[config.mk]
export PLATFORM = sky130hd
export DESIGN_NAME = window_watchdog
export DESIGN_NICKNAME = d
export VERILOG_FILES = /design/src/rtl/wdw_pkg.sv /design/src/rtl/wdw_sync.sv /design/src/rtl/wdw_datapath.sv /design/src/rtl/wdw_control.sv /design/src/rtl/window_watchdog.sv
export SDC_FILE = /design/constraint.sdc
export NUM_CORES = 1
export LEC_CHECK = 0
export ABC_AREA = 0
export BUFFER_PORTS_ARGS = -buffer_cell sky130_fd_sc_hd__buf_2
export CAP_MARGIN = 20
export CORE_UTILIZATION = 40
export DETAILED_ROUTE_END_ITERATION = 16
export MAX_ROUTING_LAYER = met4
export SLEW_MARGIN = 30
export SYNTH_ARGS = -nofsm -noshare
export SYNTH_HDL_FRONTEND = slang
export SYNTH_SLANG_ARGS = --single-unit
export TNS_END_PERCENT = 50
[constraint.sdc]
create_clock -name clk -period 4.2 [get_ports clk]
set_input_delay 0.42 -clock clk [delete_from_list [all_inputs] [get_ports clk]]
set_output_delay 0.42 -clock clk [all_outputs]
set_load 0.005 [all_outputs]
[src/rtl/wdw_pkg.sv]
package wdw_pkg;

  typedef enum logic [1:0] {
    CAUSE_NONE = 2'b00,
    CAUSE_FAST = 2'b01,
    CAUSE_SLOW = 2'b10
  } causeT;

  // Strobes from control to the timer datapath
  typedef struct packed {
    logic clear;
    logic advance;
  } tmrStrobeT;

  // Strap code {strap0, strap1} that turns the checker off
  localparam logic [1:0] STRAP_OFF = 2'b10;

  // Right-shift amount that turns the slow limit into the fast limit
  function automatic logic [2:0] ratioShift(input logic [1:0] code);
    case (code)
      2'b00:   return 3'd3;
      2'b01:   return 3'd4;
      2'b11:   return 3'd6;
      default: return 3'd0;
    endcase
  endfunction

endpackage

[src/rtl/wdw_sync.sv]
module wdw_sync #(
  parameter int               WIDTH   = 1,
  parameter int               STAGES  = 2,
  parameter logic [WIDTH-1:0] RST_VAL = '0
) (
  input  logic             clk,
  input  logic             rst_n,
  input  logic [WIDTH-1:0] din,
  output logic [WIDTH-1:0] dout
);

  logic [STAGES-1:0][WIDTH-1:0] chain;

  always_ff @(posedge clk or negedge rst_n) begin
    if (!rst_n) chain <= {STAGES{RST_VAL}};
    else        chain <= {chain[STAGES-2:0], din};
  end

  assign dout = chain[STAGES-1];

endmodule

[src/rtl/wdw_datapath.sv]
module wdw_datapath
  import wdw_pkg::*;
#(
  parameter int CNT_W = 16
) (
  input  logic             clk,
  input  logic             rst_n,
  input  tmrStrobeT        strobe,
  input  logic [CNT_W-1:0] slowLimit,
  input  logic [2:0]       ratioSh,
  output logic             atSlow,
  output logic             belowFast
);

  localparam logic [CNT_W-1:0] CNT_MAX = {CNT_W{1'b1}};

  logic [CNT_W-1:0] cnt;
  logic [CNT_W-1:0] fastLim;

  assign fastLim   = slowLimit >> ratioSh;
  assign atSlow    = (cnt >= slowLimit);
  assign belowFast = (cnt < fastLim);

  always_ff @(posedge clk or negedge rst_n) begin
    if (!rst_n)                            cnt <= '0;
    else if (strobe.clear)                 cnt <= '0;
    else if (strobe.advance && cnt != CNT_MAX) cnt <= cnt + 1'b1;
  end


  clear_zero_chk: assert property (@(posedge clk) disable iff (!rst_n)
    strobe.clear |=> (cnt == '0));


  no_overrun_chk: assert property (@(posedge clk) disable iff (!rst_n)
    ($stable(slowLimit) && cnt <= slowLimit) |=> (cnt <= slowLimit));

endmodule

[src/rtl/wdw_control.sv]
module wdw_control
  import wdw_pkg::*;
(
  input  logic       clk,
  input  logic       rst_n,
  input  logic       resetActive,
  input  logic       svcSync,
  input  logic [1:0] strapSync,
  input  logic       atSlow,
  input  logic       belowFast,
  output tmrStrobeT  strobe,
  output logic [2:0] ratioSh,
  output logic       faultPulse,
  output logic [1:0] faultCause
);

  logic       svcPrev;
  logic [1:0] strapPrev;
  logic       fallEdge;
  logic       strapChg;
  logic       isOff;
  causeT      nextCause;
  causeT      causeQ;

  assign fallEdge = svcPrev & ~svcSync;
  assign strapChg = (strapPrev != strapSync);
  assign isOff    = (strapSync == STRAP_OFF);
  assign ratioSh  = ratioShift(strapSync);

  always_comb begin
    nextCause      = CAUSE_NONE;
    strobe.clear   = 1'b0;
    strobe.advance = 1'b0;
    if (resetActive || isOff || strapChg) begin
      strobe.clear = 1'b1;
    end else if (atSlow) begin
      strobe.clear = 1'b1;
      nextCause    = CAUSE_SLOW;
    end else if (fallEdge) begin
      strobe.clear = 1'b1;
      if (belowFast) nextCause = CAUSE_FAST;
    end else begin
      strobe.advance = 1'b1;
    end
  end

  always_ff @(posedge clk or negedge rst_n) begin
    if (!rst_n) begin
      svcPrev    <= 1'b1;
      strapPrev  <= 2'b00;
      causeQ     <= CAUSE_NONE;
      faultPulse <= 1'b0;
    end else begin
      svcPrev    <= svcSync;
      strapPrev  <= strapSync;
      causeQ     <= nextCause;
      faultPulse <= (nextCause != CAUSE_NONE);
    end
  end

  assign faultCause = causeQ;


  cause_match_chk: assert property (@(posedge clk) disable iff (!rst_n)
    faultPulse == (faultCause != 2'b00));


  cause_onehot_chk: assert property (@(posedge clk) disable iff (!rst_n)
    $onehot0(faultCause));


  reset_quiet_chk: assert property (@(posedge clk) disable iff (!rst_n)
    resetActive |=> !faultPulse);


  off_quiet_chk: assert property (@(posedge clk) disable iff (!rst_n)
    (strapSync == STRAP_OFF) |=> !faultPulse);

endmodule

[src/rtl/window_watchdog.sv]
module window_watchdog
  import wdw_pkg::*;
#(
  parameter int CNT_W       = 16,
  parameter int SYNC_STAGES = 2
) (
  input  logic             clk,
  input  logic             rst_n,
  input  logic             resetActive,
  input  logic             serviceIn,
  input  logic             strap0,
  input  logic             strap1,
  input  logic [CNT_W-1:0] slowLimit,
  output logic             faultPulse,
  output logic [1:0]       faultCause
);

  logic       svcSync;
  logic [1:0] strapSync;
  tmrStrobeT  strobe;
  logic [2:0] ratioSh;
  logic       atSlow;
  logic       belowFast;

  wdw_sync #(.WIDTH(1), .STAGES(SYNC_STAGES), .RST_VAL(1'b1)) u_svcSync (
    .clk(clk), .rst_n(rst_n), .din(serviceIn), .dout(svcSync)
  );

  wdw_sync #(.WIDTH(2), .STAGES(SYNC_STAGES), .RST_VAL(2'b00)) u_strapSync (
    .clk(clk), .rst_n(rst_n), .din({strap0, strap1}), .dout(strapSync)
  );

  wdw_control u_ctrl (
    .clk(clk), .rst_n(rst_n), .resetActive(resetActive),
    .svcSync(svcSync), .strapSync(strapSync),
    .atSlow(atSlow), .belowFast(belowFast),
    .strobe(strobe), .ratioSh(ratioSh),
    .faultPulse(faultPulse), .faultCause(faultCause)
  );

  wdw_datapath #(.CNT_W(CNT_W)) u_dp (
    .clk(clk), .rst_n(rst_n), .strobe(strobe),
    .slowLimit(slowLimit), .ratioSh(ratioSh),
    .atSlow(atSlow), .belowFast(belowFast)
  );

endmodule

; ---- Word level (Yosys, flattened, before mapping)
; Index checks and enable logic that the tools add are counted.
[word_totals]
regBits = 28
n_memories = 0
wordCells = 39
romBits = 0
in_bits = 22
ramBits = 0
latchBits = 0
[op_classes]
muxes = 13
eq_ne = 5
shift = 1
n_addsub = 1
n_lt_le_gt_ge = 2
multipliers = 0
n_bitwise = 2
reduce_logical = 6
div = 0
[op_table]
columns = operator, n
row1 = two-way mux 16 bit, 2
row2 = adder 16 x 1 -> 16 bit (second input constant), 1
row3 = greater-or-equal comparator 16 bit, 1
row4 = less-than comparator 16 bit, 1
row5 = != test 16 bit (second input constant), 1
row6 = right shift 16 x 3 -> 16 bit, 1
row7 = case mux 3 bit (3 select lines), 1
row8 = two-way mux 1 bit, 8
row9 = equality test 2 bit (second input constant), 2
row10 = two-way mux 2 bit, 2
row11 = nonzero test 2 bit, 2
row12 = equality test 2 x 1 -> 1 bit (second input constant), 1
row13 = zero test 2 bit, 1
row14 = logical OR 1 bit, 2
row15 = != test 2 bit, 1
row16 = AND 1 bit, 1
row17 = logical AND 1 bit, 1
row18 = inverter 1 bit, 1

; ---- Depth between registers and ports, before layout
; Gate-level depths: netlist of run 1.
[logic_depth]
depth_word = 9
depth_mapped = 15

; ---- Hierarchy
; From an unflattened synthesis of run 1, not the netlist that was laid out.
[unflattened]
cells_unflattened = 272
area_unflattened_um2 = 2565.0
[modules_own_cells]
columns = mod, instances, seq_area_each_um2, area_per_inst_um2, cells_per_inst
row1 = wdw_datapath, 1, 400.4, 2109.5, 238
row2 = wdw_control, 1, 151.4, 287.8, 26
row3 = wdw_sync at u_strapSync, 1, 100.1, 115.1, 6
row4 = wdw_sync at u_svcSync, 1, 52.6, 52.6, 2

; ---- Worst setup path after synthesis of run 1
; OpenSTA, ideal clock, no wires.
[synth_timing]
path_type = reg-to-reg
from = register u_strapSync.chain, in the netlist u_strapSync.dout[0]
to = register u_ctrl.faultPulse
arrival_time_ps = 2580
setup_ps = 128
t_required_ps = 4072
path_stages_with_launch = 13
n_path_buf = 2
path_slack_ps = 1493
cell_sequence = dfrtp_1 > inv_1 > ha_1 > buf_2 > buf_1 > mux2i_1 > mux2i_1 > ha_1 > nand4_1 > nor4_1 > o311ai_0 > nand4_1 > o21ai_0
[synth_via]
elab_chain_len = 9
word_cells_on_any_way = 15
cone_classes = order compare: 1 / eq/ne: 4 / shift: 1 / mux: 5 / reduce/logical: 4
[synth_rtl]
columns = element, line_no
row1 = from (decl), wdw_sync.sv:12  ; logic [STAGES-1:0][WIDTH-1:0] chain;
row2 = from (signal assigned), wdw_sync.sv:15  ; if (!rst_n) chain <= {STAGES{RST_VAL}};
row3 = from (signal assigned), wdw_sync.sv:16  ; else chain <= {chain[STAGES-2:0], din};
row4 = equality test 2 bit (tied with other cells), wdw_pkg.sv:20  ; case (code)
row5 = case mux 3 bit (3 select lines), wdw_pkg.sv:20
row6 = right shift 16 x 3 -> 16 bit, wdw_datapath.sv:20  ; assign fastLim = slowLimit >> ratioSh;
row7 = less-than comparator 16 bit, wdw_datapath.sv:22  ; assign belowFast = (cnt < fastLim);
row8 = two-way mux 1 bit, wdw_control.sv:41  ; if (belowFast) nextCause = CAUSE_FAST;
row9 = two-way mux 1 bit, wdw_control.sv:39  ; end else if (fallEdge) begin
row10 = two-way mux 2 bit, wdw_control.sv:36  ; end else if (atSlow) begin
row11 = two-way mux 2 bit *, wdw_control.sv:34  ; if (resetActive || isOff || strapChg) begin
row12 = nonzero test 2 bit *, wdw_control.sv:57  ; faultPulse <= (nextCause != CAUSE_NONE);
row13 = to (signal assigned), wdw_control.sv:57
row14 = to (decl), wdw_control.sv:13  ; output logic faultPulse,
; Every way passes the cells marked *; elsewhere a longest branch is shown, timed or not.
; A chain may end at the register's enable or synchronous reset.

; ---- Final worst setup path of run 1
[layout_timing]
from = register u_strapSync.chain, in the netlist u_strapSync.dout[1]
to = register u_ctrl.faultPulse
; The elaborated chain is that of the path after synthesis.

==> flow_summary.yaml, run 1 <==
global_routing:
  grt-ovfl-total: 0
  grt_first_pass_wirelength_um: 9356
  grtUsageTotal_pct: 19.10
  grt_max_degree: 29
  grt_pass1_vias: 1925
  antenna_found_initial: 0
worst_setup_path:
  end_kind: "register"
  worst-setup-path-type: "register to register"
  reg2reg_depth: 10
  timing.rr.end: "u_ctrl.faultPulse$_DFF_PN0_"
  r2r_start: "u_strapSync.dout[1]$_DFF_PN0_"
  crit_path_end: "u_ctrl.faultPulse$_DFF_PN0_"
  cp_max_fo: 20
  critPathArrivalTime_ps: 3240
  cp.required_ps: 4360
  startpoint: "u_strapSync.dout[1]$_DFF_PN0_"
  rrSetupSlack_ps: 1120
  cp-start-kind: "register"
timing:
  max_slew.worst_pin.slew_ps: 638.9
  hold_viol: 0
  slew_violations: 0
  min_period_ps: 3080
  setup_viol: 0
  fin_skew_ps: 4.357
  rsz0062_at_grt: "false"
  tns_ps: 0
  fin_crit_sh_pct: 73.34
  fin_hold_ws_ps: 140.4
  max_freq_ghz: 0.3247
  maxSlewHeadroom_pct: 57.32
floorplan:
  die_area_um2: 6778
  core.rowCount: 28
  ios: 25
  coreArea_um2: 6061
  die_w_um: 82.33
  start_util_pct: 42.59
  die_y_um: 82.33
synthesis:
  ys_warn_count: 0
  synth_cells: 266
  yosysSeqAreaShare_pct: 27.29
  yosysUniqueCellTypes: 44
  synth-seq-cells: 28
  syn_nets: 324
  syn_area_um2: 2581
  synth_top_area_share_pct: 24.24
  syn_area_per_cell_um2: 9.704
  synth_area_leaders: "dfrtp_1, ha_1, mux2i_1"
  yosysTopAreaCell: "dfrtp_1"
detailed_routing:
  antenna_left: 0
  drcViolationCount: 0
  wl_per_cell_um: 16.09
  viasPerCell: 5.668
  first_pass_iters: 4
  drt_iter0_markers: 57
  num_vias: 2046
  routed_wl_um: 5808
layout:
  drive_gt1_share_pct: 20.28
  diodes: 0
  final_common_cell: "ha_1"
  final_nets: 345
  fin_cells: 361
  mostFrequentLayoutCells: "ha_1, dfrtp_1, buf_2"
  area_growth_pct: 8.968
cts:
  cts_buffers: 3
  cts_tree: "yes"
  postCtsResizedCells: 0
  cts-htree-levels: 1
  root_buffer: "clkbuf_8"
  cts.sinks: 28
  postCtsSetupBuffers: 0
  ctsHoldBuffers: 0
  clockBufferDepth: 2
  clk_latency_ps: 270
  clkTransAtPathRegs_ps: 100
placement:
  port_buffers: 24
  hpwl_um: 4593
  routabilityCongestion: 0.8534
  dp.cells: 357
pwr:
  irDropWorstVdd_v: 0.0001177
  powerDensity_nw_per_um2: 227.8
  p_seq_share_pct: 43.7
  p_leak_nw: 1.323
  power_w: 0.0006407
  power.share.combinational_pct: 23.1
  p_int_w: 0.0004663
  switching_share_pct: 27.22
  pwr-share-clk_pct: 33.2
  switchingPower_w: 0.0001744
flow_run:
  maxCapViolations: 0
worst_hold_path:
  hp-class: "input port to async pin"
run_status:
  status: "complete, no violations"
-- kinds of logic after synthesis --
family	Yosys count	share of synthesized area, %
AO/OA/AOI/OAI	41	10.81
XOR/XNOR	15	5.090
adder cells (fa/ha/maj)	36	17.45
buffers and inverters	31	5.671
flip-flops	28	27.29
multiplexers	27	13.38
AND/OR/NAND/NOR	88	20.31
-- cells in the mapped netlist --
| cell type | instances |
|---|---|
| ha_1 | 36 |
| dfrtp_1 | 25 |
| inv_1 | 22 |
| mux2i_1 | 21 |
| nand2_1 | 18 |
| nor2_1 | 16 |
| a21oi_1 | 13 |
| o21ai_0 | 11 |
| nand3_1 | 10 |
| nor3_2 | 10 |
| nand4_1 | 9 |
| xnor2_1 | 8 |
| nor3_1 | 7 |
| xor2_1 | 7 |
| mux4_2 | 6 |
| and3_1 | 5 |
| a211oi_1 | 3 |
| buf_2 | 3 |
| buf_6 | 3 |
| dfstp_2 | 3 |
| nor4_1 | 3 |
| a21boi_0 | 2 |
| and4_4 | 2 |
| nand2b_1 | 2 |
| o21a_1 | 2 |
| a2111o_1 | 1 |
| a21o_4 | 1 |
| a22oi_1 | 1 |
| a41oi_1 | 1 |
| and3_4 | 1 |
| and4_1 | 1 |
| buf_1 | 1 |
| buf_4 | 1 |
| clkbuf_1 | 1 |
| nand4_4 | 1 |
| nor4b_1 | 1 |
| o2111ai_1 | 1 |
| o2111ai_2 | 1 |
| o21bai_1 | 1 |
| o311ai_0 | 1 |
| o311ai_2 | 1 |
| o31ai_1 | 1 |
| or3b_2 | 1 |
| or4_4 | 1 |
-- layer usage --
layer / routed length (µm) / vias up / GRT usage, %
li1: - / 1018 / -
met1: 2813 / 966 / 25.78
met2: 2544 / 56 / 28.93
met3: 343 / 6 / 3.297
met4: 106 / 0 / 6.316
met5: 0 / - / -
-- power groups by stage --
stage / Clock, W / Sequential (W) / Combinational, W
5_1_grt: 0.000229 / 0.000281 / 0.000167
3_3_place_gp: 0 / 0.000285 / 0.000144
2_1_floorplan: 0 / 0.000284 / 0.000104
4_1_cts: 0.000220 / 0.000280 / 0.000148
6_report: 0.000213 / 0.000280 / 0.000148
3_5_place_dp: 0 / 0.000285 / 0.000146
-- through the flow --
step	util, %	area, µm²	worst slack (ps)
finish	46.41	2813	1120
global route	46.41	2813	885.7
CTS	46.37	2810	933.2
detailed placement	45.19	2739	955.5
global placement	45.19	2739	987.1
floorplan	-	2581	1493
-- flip-flops by register name, summed over array words and instances, names as in the netlist --
| signal | count |
|---|---|
| u_dp.cnt | 16 |
| u_ctrl.faultCause | 2 |
| u_ctrl.strapPrev | 2 |
| u_strapSync.chain | 2 |
| u_strapSync.dout | 2 |
| u_ctrl.faultPulse | 1 |
| u_ctrl.svcPrev | 1 |
| u_svcSync.chain | 1 |
| u_svcSync.dout | 1 |
-- final cells by class --
class / count / area (µm²)
Fill cell: 583 / 3248
Multi-Input combinational cell: 207 / 1733
Sequential cell: 28 / 704.4
Timing Repair Buffer: 25 / 127.6
Tap cell: 75 / 93.84
Inverter: 22 / 82.58
Clock buffer: 3 / 41.29
Clock inverter: 1 / 30.03
-- worst max-delay path, cell delays in order (launching register included) --
cell and delay [ps]:
dfrtp_1 440, inv_1 90, ha_2 590, inv_1 130, or3b_2 500, ha_1 310, nand4_1 150, nor4_1 320
o311ai_0 190, nand4_1 150, o21ai_0 90
-- worst min path at each step --
stage,cells after the start,end,startpoint,slack (ps)
after detailed placement,0,u_svcSync.dout$_DFF_PN1_,u_svcSync.chain[0]$_DFF_PN1_,350
after floorplan,0,u_ctrl.faultCause[0]$_DFF_PN0_,rst_n,120
after global placement,0,u_svcSync.dout$_DFF_PN1_,u_svcSync.chain[0]$_DFF_PN1_,350
after global routing,1,u_dp.cnt[0]$_DFFE_PN0P_,rst_n,190
final,1,u_dp.cnt[0]$_DFFE_PN0P_,rst_n,140
after CTS,1,u_dp.cnt[0]$_DFFE_PN0P_,rst_n,170
Note: power is estimated with default switching activity, not from simulation.
==> run 2, diff against run 1 <==
==> constraint.sdc (replaced) <==
create_clock -name clk -period 2.5 [get_ports clk]
set_input_delay 0.25 -clock clk [delete_from_list [all_inputs] [get_ports clk]]
set_output_delay 0.25 -clock clk [all_outputs]
set_load 0.005 [all_outputs]
==> run 2 against run 1 <==
  * The flow now finishes with violations (negative setup slack)
  * Design area grew 16%
  * Sequential power grew 68%
  * Utilization grew 7.6 points
  * Largest cell class unchanged
==> flow_summary.yaml, run 2 (synthesized netlist as in run 1, its figures left out) <==
floorplan:
  die_y_um: 82.33
  core.rowCount: 28
  start_util_pct: 42.59
  coreArea_um2: 6061
  die_w_um: 82.33
  ios: 25
  die_area_um2: 6778
placement:
  port_buffers: 24
  routabilityCongestion: 0.8843
  hpwl_um: 5070
  place_area_um2: 2982
layout:
  drive_gt1_share_pct: 34.06
  diodes: 0
  final_common_cell: "ha_1"
  multi_input_area_um2: 1856
  postLayoutCoreUtil_pct: 53.98
  top_register: "u_dp.cnt"
  regArea_um2: 704.4
  mostFrequentLayoutCells: "ha_1, buf_4, dfrtp_1"
  largest_reg_flops: 16
  stdcell_area_um2: 3272
  area_growth_pct: 26.76
  final_nets: 379
  fill_cells: 527
timing:
  finalWorstSetupSlack_ps: -97.74
  maxSlewHeadroom_pct: 59.29
  fin_crit_sh_pct: 103.9
  max_slew.worst_pin.slew_ps: 610.6
  fin_skew_ps: 7.562
  slew_violations: 0
  min_period_ps: 2598
  setup_viol: 2
  hold_viol: 0
  rsz0062_at_grt: "true"
  fin_hold_ws_ps: 60.22
  max_freq_ghz: 0.3850
cts:
  cts_buffers: 3
  cts_tree: "yes"
  clk_latency_ps: 280
  root_buffer: "clkbuf_8"
  cts.sinks: 28
  cts-htree-levels: 1
  clockBufferDepth: 2
  clkTransAtPathRegs_ps: 100
detailed_routing:
  first_pass_iters: 4
  wl_per_cell_um: 16.03
  drcViolationCount: 0
  antenna_left: 0
  drt_iter0_markers: 121
  viasPerCell: 5.562
  num_vias: 2197
  routed_wl_um: 6330
global_routing:
  grt_first_pass_wirelength_um: 10600
  grt_max_degree: 29
  grt-ovfl-total: 0
  antenna_found_initial: 0
  grt_pass1_vias: 2221
  grtUsageTotal_pct: 21.53
pwr:
  powerDensity_nw_per_um2: 355.7
  p_leak_nw: 1.542
  irDropWorstVdd_v: 0.0002615
  power_w: 0.001164
worst_setup_path:
  critPathArrivalTime_ps: 2810
  worst-setup-path-type: "register to register"
  cp-start-kind: "register"
  cp_max_fo: 4
  end_kind: "register"
  cp.required_ps: 2710
flow_run:
  maxCapViolations: 0
run_status:
  violations: "negative setup slack"
  status: "finished with violations"
worst_hold_path:
  hp-class: "input port to register"
[run 2: cell count changes in the layout (fill, tap and decap cells not counted), moves of 3 or more]
cell,before,now
o21ai_2,0,3
buf_4,1,29
ha_4,0,3
a21oi_1,13,10
mux2i_1,21,17
a21oi_2,0,3
o21ai_0,11,6
[run 2: metal layers]
metal / vias to the layer above / GRT usage [%] / wire length (µm)
li1: 1089 / - / -
met3: 12 / 1.868 / 217
met1: 1054 / 29.75 / 3168
met4: 0 / 7.895 / 175
met5: - / - / 0
met2: 42 / 32.81 / 2769
[run 2: what timing repair did]
action	in CTS	in global routing
hold buffers	1	0
gates cloned	2	0
pin swaps	10	1
endpoints found under the hold margin	13	0
setup buffers	3	0
gates resized for setup	24	2
setup endpoints to repair	2	2
[run 2: per-stage QoR]
step / setup slack [ps] / TNS [ps] / instances
final: -97.74 / -187.2 / 395
after global routing: -255.5 / -488.4 / 395
after CTS: -101.8 / -203.4 / 395
after detailed placement: -214.3 / -425.8 / 385
after global placement: -126.8 / -243.1 / 385
after floorplan: 4.342 / 0 / 266
[run 2: final timing paths]
check	end	cells past startpoint	slack (ps)	from
worst min-delay path	u_svcSync.chain[0]$_DFF_PN1_	1	60	serviceIn
worst max-delay path	u_ctrl.faultCause[0]$_DFF_PN0_	12	-100	u_strapSync.dout[0]$_DFF_PN0_
worst max register to register	u_ctrl.faultCause[0]$_DFF_PN0_	12	-100	u_strapSync.dout[0]$_DFF_PN0_
max in group asynchronous	u_dp.cnt[12]$_DFFE_PN0P_	2	1590	rst_n
worst min register to register	u_svcSync.dout$_DFF_PN1_	0	360	u_svcSync.chain[0]$_DFF_PN1_
min in group asynchronous	u_dp.cnt[1]$_DFFE_PN0P_	2	510	rst_n
[run 2: layout make-up]
class | count | share of cell area (%)
flip-flops and latches | 28 | 21.53
clock buffers | 3 | 1.262
well taps | 75 | 2.868
repair buffers | 59 | 14.19
multi-input cells | 207 | 56.71
inverters | 22 | 2.524
clock inverters | 1 | 0.9178
[run 2: critical path: stages (launching register included)]
cell and delay, ps:
dfrtp_1 410, inv_2 90, ha_4 170, bufbuf_16 260, mux2i_2 270, a21oi_2 110
mux2i_1 240, ha_1 290, nand4_1 150, a21oi_1 60, o31ai_1 190, nand4_1 160
nor2_1 130
[run 2: report_power, final]
part / total [W] / internal [W] / switching (W)
clock: 0.000356 / 0.000214 / 0.000142
sequential: 0.000469 / 0.000463 / 0.00000515
combinational: 0.000339 / 0.000170 / 0.000169
total: 0.00116 / 0.000847 / 0.000316
==> run 3, diff against run 2 <==
--- a/config.mk
+++ b/config.mk
@@ -11,6 +11,7 @@
 export CORE_UTILIZATION = 40
 export DETAILED_ROUTE_END_ITERATION = 16
 export MAX_ROUTING_LAYER = met4
+export PLACE_DENSITY = 0.69
 export SLEW_MARGIN = 30
 export SYNTH_ARGS = -nofsm -noshare
 export SYNTH_HDL_FRONTEND = slang
==> run 3 against run 2 <==
  * The run still ends with negative setup slack left
  * Clock power rose by 1%
  * Sequential share of layout area fell by 0.33 points
  * Flip-flop and latch count did not move
  * Highest routed layer unchanged
==> flow_summary.yaml, run 3 (synthesized netlist as in run 1, its figures left out) <==
layout:
  fill_cells: 541
  largest_reg_flops: 16
  multi_input_area_um2: 1842
  final_nets: 388
  postLayoutCoreUtil_pct: 54.83
  fin_cells: 404
  mostFrequentLayoutCells: "buf_4, ha_1, dfrtp_1"
  final_common_cell: "buf_4"
  drive_gt1_share_pct: 35.87
  area_growth_pct: 28.74
  top_register: "u_dp.cnt"
  diodes: 0
  regArea_um2: 704.4
floorplan:
  die_y_um: 82.33
  die_area_um2: 6778
  coreArea_um2: 6061
  die_w_um: 82.33
  ios: 25
  core.rowCount: 28
  start_util_pct: 42.59
worst_setup_path:
  slowest_delay_ps: 400
  reg2reg_depth: 15
  crit_family: "adder cells"
  cp.required_ps: 2670
  crit_path_end: "u_ctrl.faultPulse$_DFF_PN0_"
  cp_max_fo: 8
  rrSetupSlack_ps: -160
  timing.critical_path.buf_inv: 4
  end_kind: "register"
  cp_num_cells: 15
  cp-start-kind: "register"
  worst-setup-path-type: "register to register"
  timing.rr.end: "u_ctrl.faultPulse$_DFF_PN0_"
  r2r_start: "u_strapSync.dout[1]$_DFF_PN0_"
  startpoint: "u_strapSync.dout[1]$_DFF_PN0_"
  slowest_stage: "dfrtp_1"
  critPathArrivalTime_ps: 2830
  cp_cell_sequence: "inv_2 -> ha_4 -> buf_12 -> buf_12 -> buf_6 -> o21ai_4 -> nor2_2 -> a21oi_2 -> mux2i_1 -> ha_1 -> nand4_1 -> nor4_1 -> o311ai_1 -> nand4_1 -> o21ai_1"
cts:
  cts_tree: "yes"
  clkTransAtPathRegs_ps: 100
  clockBufferDepth: 2
  cts_buffers: 3
  clk_latency_ps: 280
  cts.sinks: 28
  cts-htree-levels: 1
  root_buffer: "clkbuf_8"
timing:
  maxSlewHeadroom_pct: 59.36
  finalWorstSetupSlack_ps: -159.4
  max_freq_ghz: 0.3760
  slew_violations: 0
  fin_hold_ws_ps: 57.93
  setup_viol: 2
  hold_viol: 0
  fin_crit_sh_pct: 106.4
  min_period_ps: 2659
  max_slew.worst_pin.slew_ps: 609.6
  rsz0062_at_grt: "true"
  fin_skew_ps: 2.935
detailed_routing:
  num_vias: 2279
  dr.max_layer_used: "met4"
  viasPerCell: 5.641
  wl_per_cell_um: 17.38
  wl_met3_um: 201
  first_pass_iters: 5
  antenna_left: 0
  routed_wl_um: 7020
  met2_wirelength_um: 3503
  wl_met1_um: 3220
  drt_iter0_markers: 126
  drcViolationCount: 0
global_routing:
  grt_first_pass_wirelength_um: 11090
  antenna_found_initial: 0
  grt_max_degree: 29
  grt-ovfl-total: 0
  grt_pass1_vias: 2288
  grtUsageTotal_pct: 22.44
pwr:
  powerDensity_nw_per_um2: 360.3
  irDropWorstVdd_v: 0.0002447
  p_leak_nw: 1.566
placement:
  hpwl_um: 4981
  pre_cts_ws_ps: -142.8
  port_buffers: 24
  routabilityCongestion: 0.8710
  dp.cells: 380
run_status:
  status: "finished with violations"
  violations: "negative setup slack"
worst_hold_path:
  hp-class: "input port to register"
  hp-start: "serviceIn"
flow_run:
  maxCapViolations: 0
run 3: changes by cell type in the layout (fill, tap and decap cells not counted), sizes merged:
cell / delta
buf: +11
bufbuf: -2
run 3: metal layers:
layer  vias up  GRT usage, %
met4         0         4.737
met1      1121         28.97
li1       1103             -
met5         -             -
met3        11         1.319
met2        44         38.76
run 3: worst min path at each step:
stage,end,cells after the start
2_1_floorplan,u_ctrl.faultCause[0]$_DFF_PN0_,0
3_3_place_gp,u_strapSync.chain[1]$_DFF_PN0_,1
3_5_place_dp,u_strapSync.chain[1]$_DFF_PN0_,1
4_1_cts,u_svcSync.chain[0]$_DFF_PN1_,1
5_1_grt,u_svcSync.chain[0]$_DFF_PN1_,1
6_report,u_svcSync.chain[0]$_DFF_PN1_,1
run 3: what timing repair did:
action / in CTS / in global routing
endpoints found under the setup margin: 2 / 3
pin swaps: 16 / 15
buffers inserted: 11 / 7
hold endpoints to repair: 25 / 0
gates resized for setup: 23 / 15
hold buffers: 1 / 0
cloned: 1 / 0
run 3: worst register-to-register path, cell delays in order, from the launching register on:
cell	delay (ps)
dfrtp_1	400
inv_2	70
ha_4	180
buf_12	140
buf_12	130
buf_6	120
o21ai_4	150
nor2_2	50
a21oi_2	150
mux2i_1	130
ha_1	360
nand4_1	120
nor4_1	240
o311ai_1	130
nand4_1	100
o21ai_1	70
run 3: report_power, final:
part / leakage (nW) / switching (W) / internal, W / total, W
logic: 1.16 / 0.000185 / 0.000183 / 0.000368
clock network: 0.0357 / 0.000146 / 0.000215 / 0.000361
registers: 0.367 / 0.00000518 / 0.000463 / 0.000469
total: 1.57 / 0.000336 / 0.000861 / 0.00120
run 3: through the flow:
step | TNS [ps] | power [W] | instance area (µm²)
after detailed placement | -277.0 | 0.0007558 | 2928
after global routing | -537.6 | 0.001252 | 3323
after floorplan | 0 | 0.0006573 | 2599
after global placement | -166.0 | 0.0007485 | 2928
final | -303.4 | 0.001197 | 3323
after CTS | -204.8 | 0.001160 | 3214
run 3: final cells by class:
class | count | area share (%)
Clock buffer | 3 | 1.242
Clock inverter | 1 | 0.9036
Inverter | 22 | 2.485
Multi-Input combinational cell | 207 | 55.42
Sequential cell | 28 | 21.20
Tap cell | 75 | 2.824
Timing Repair Buffer | 68 | 15.93
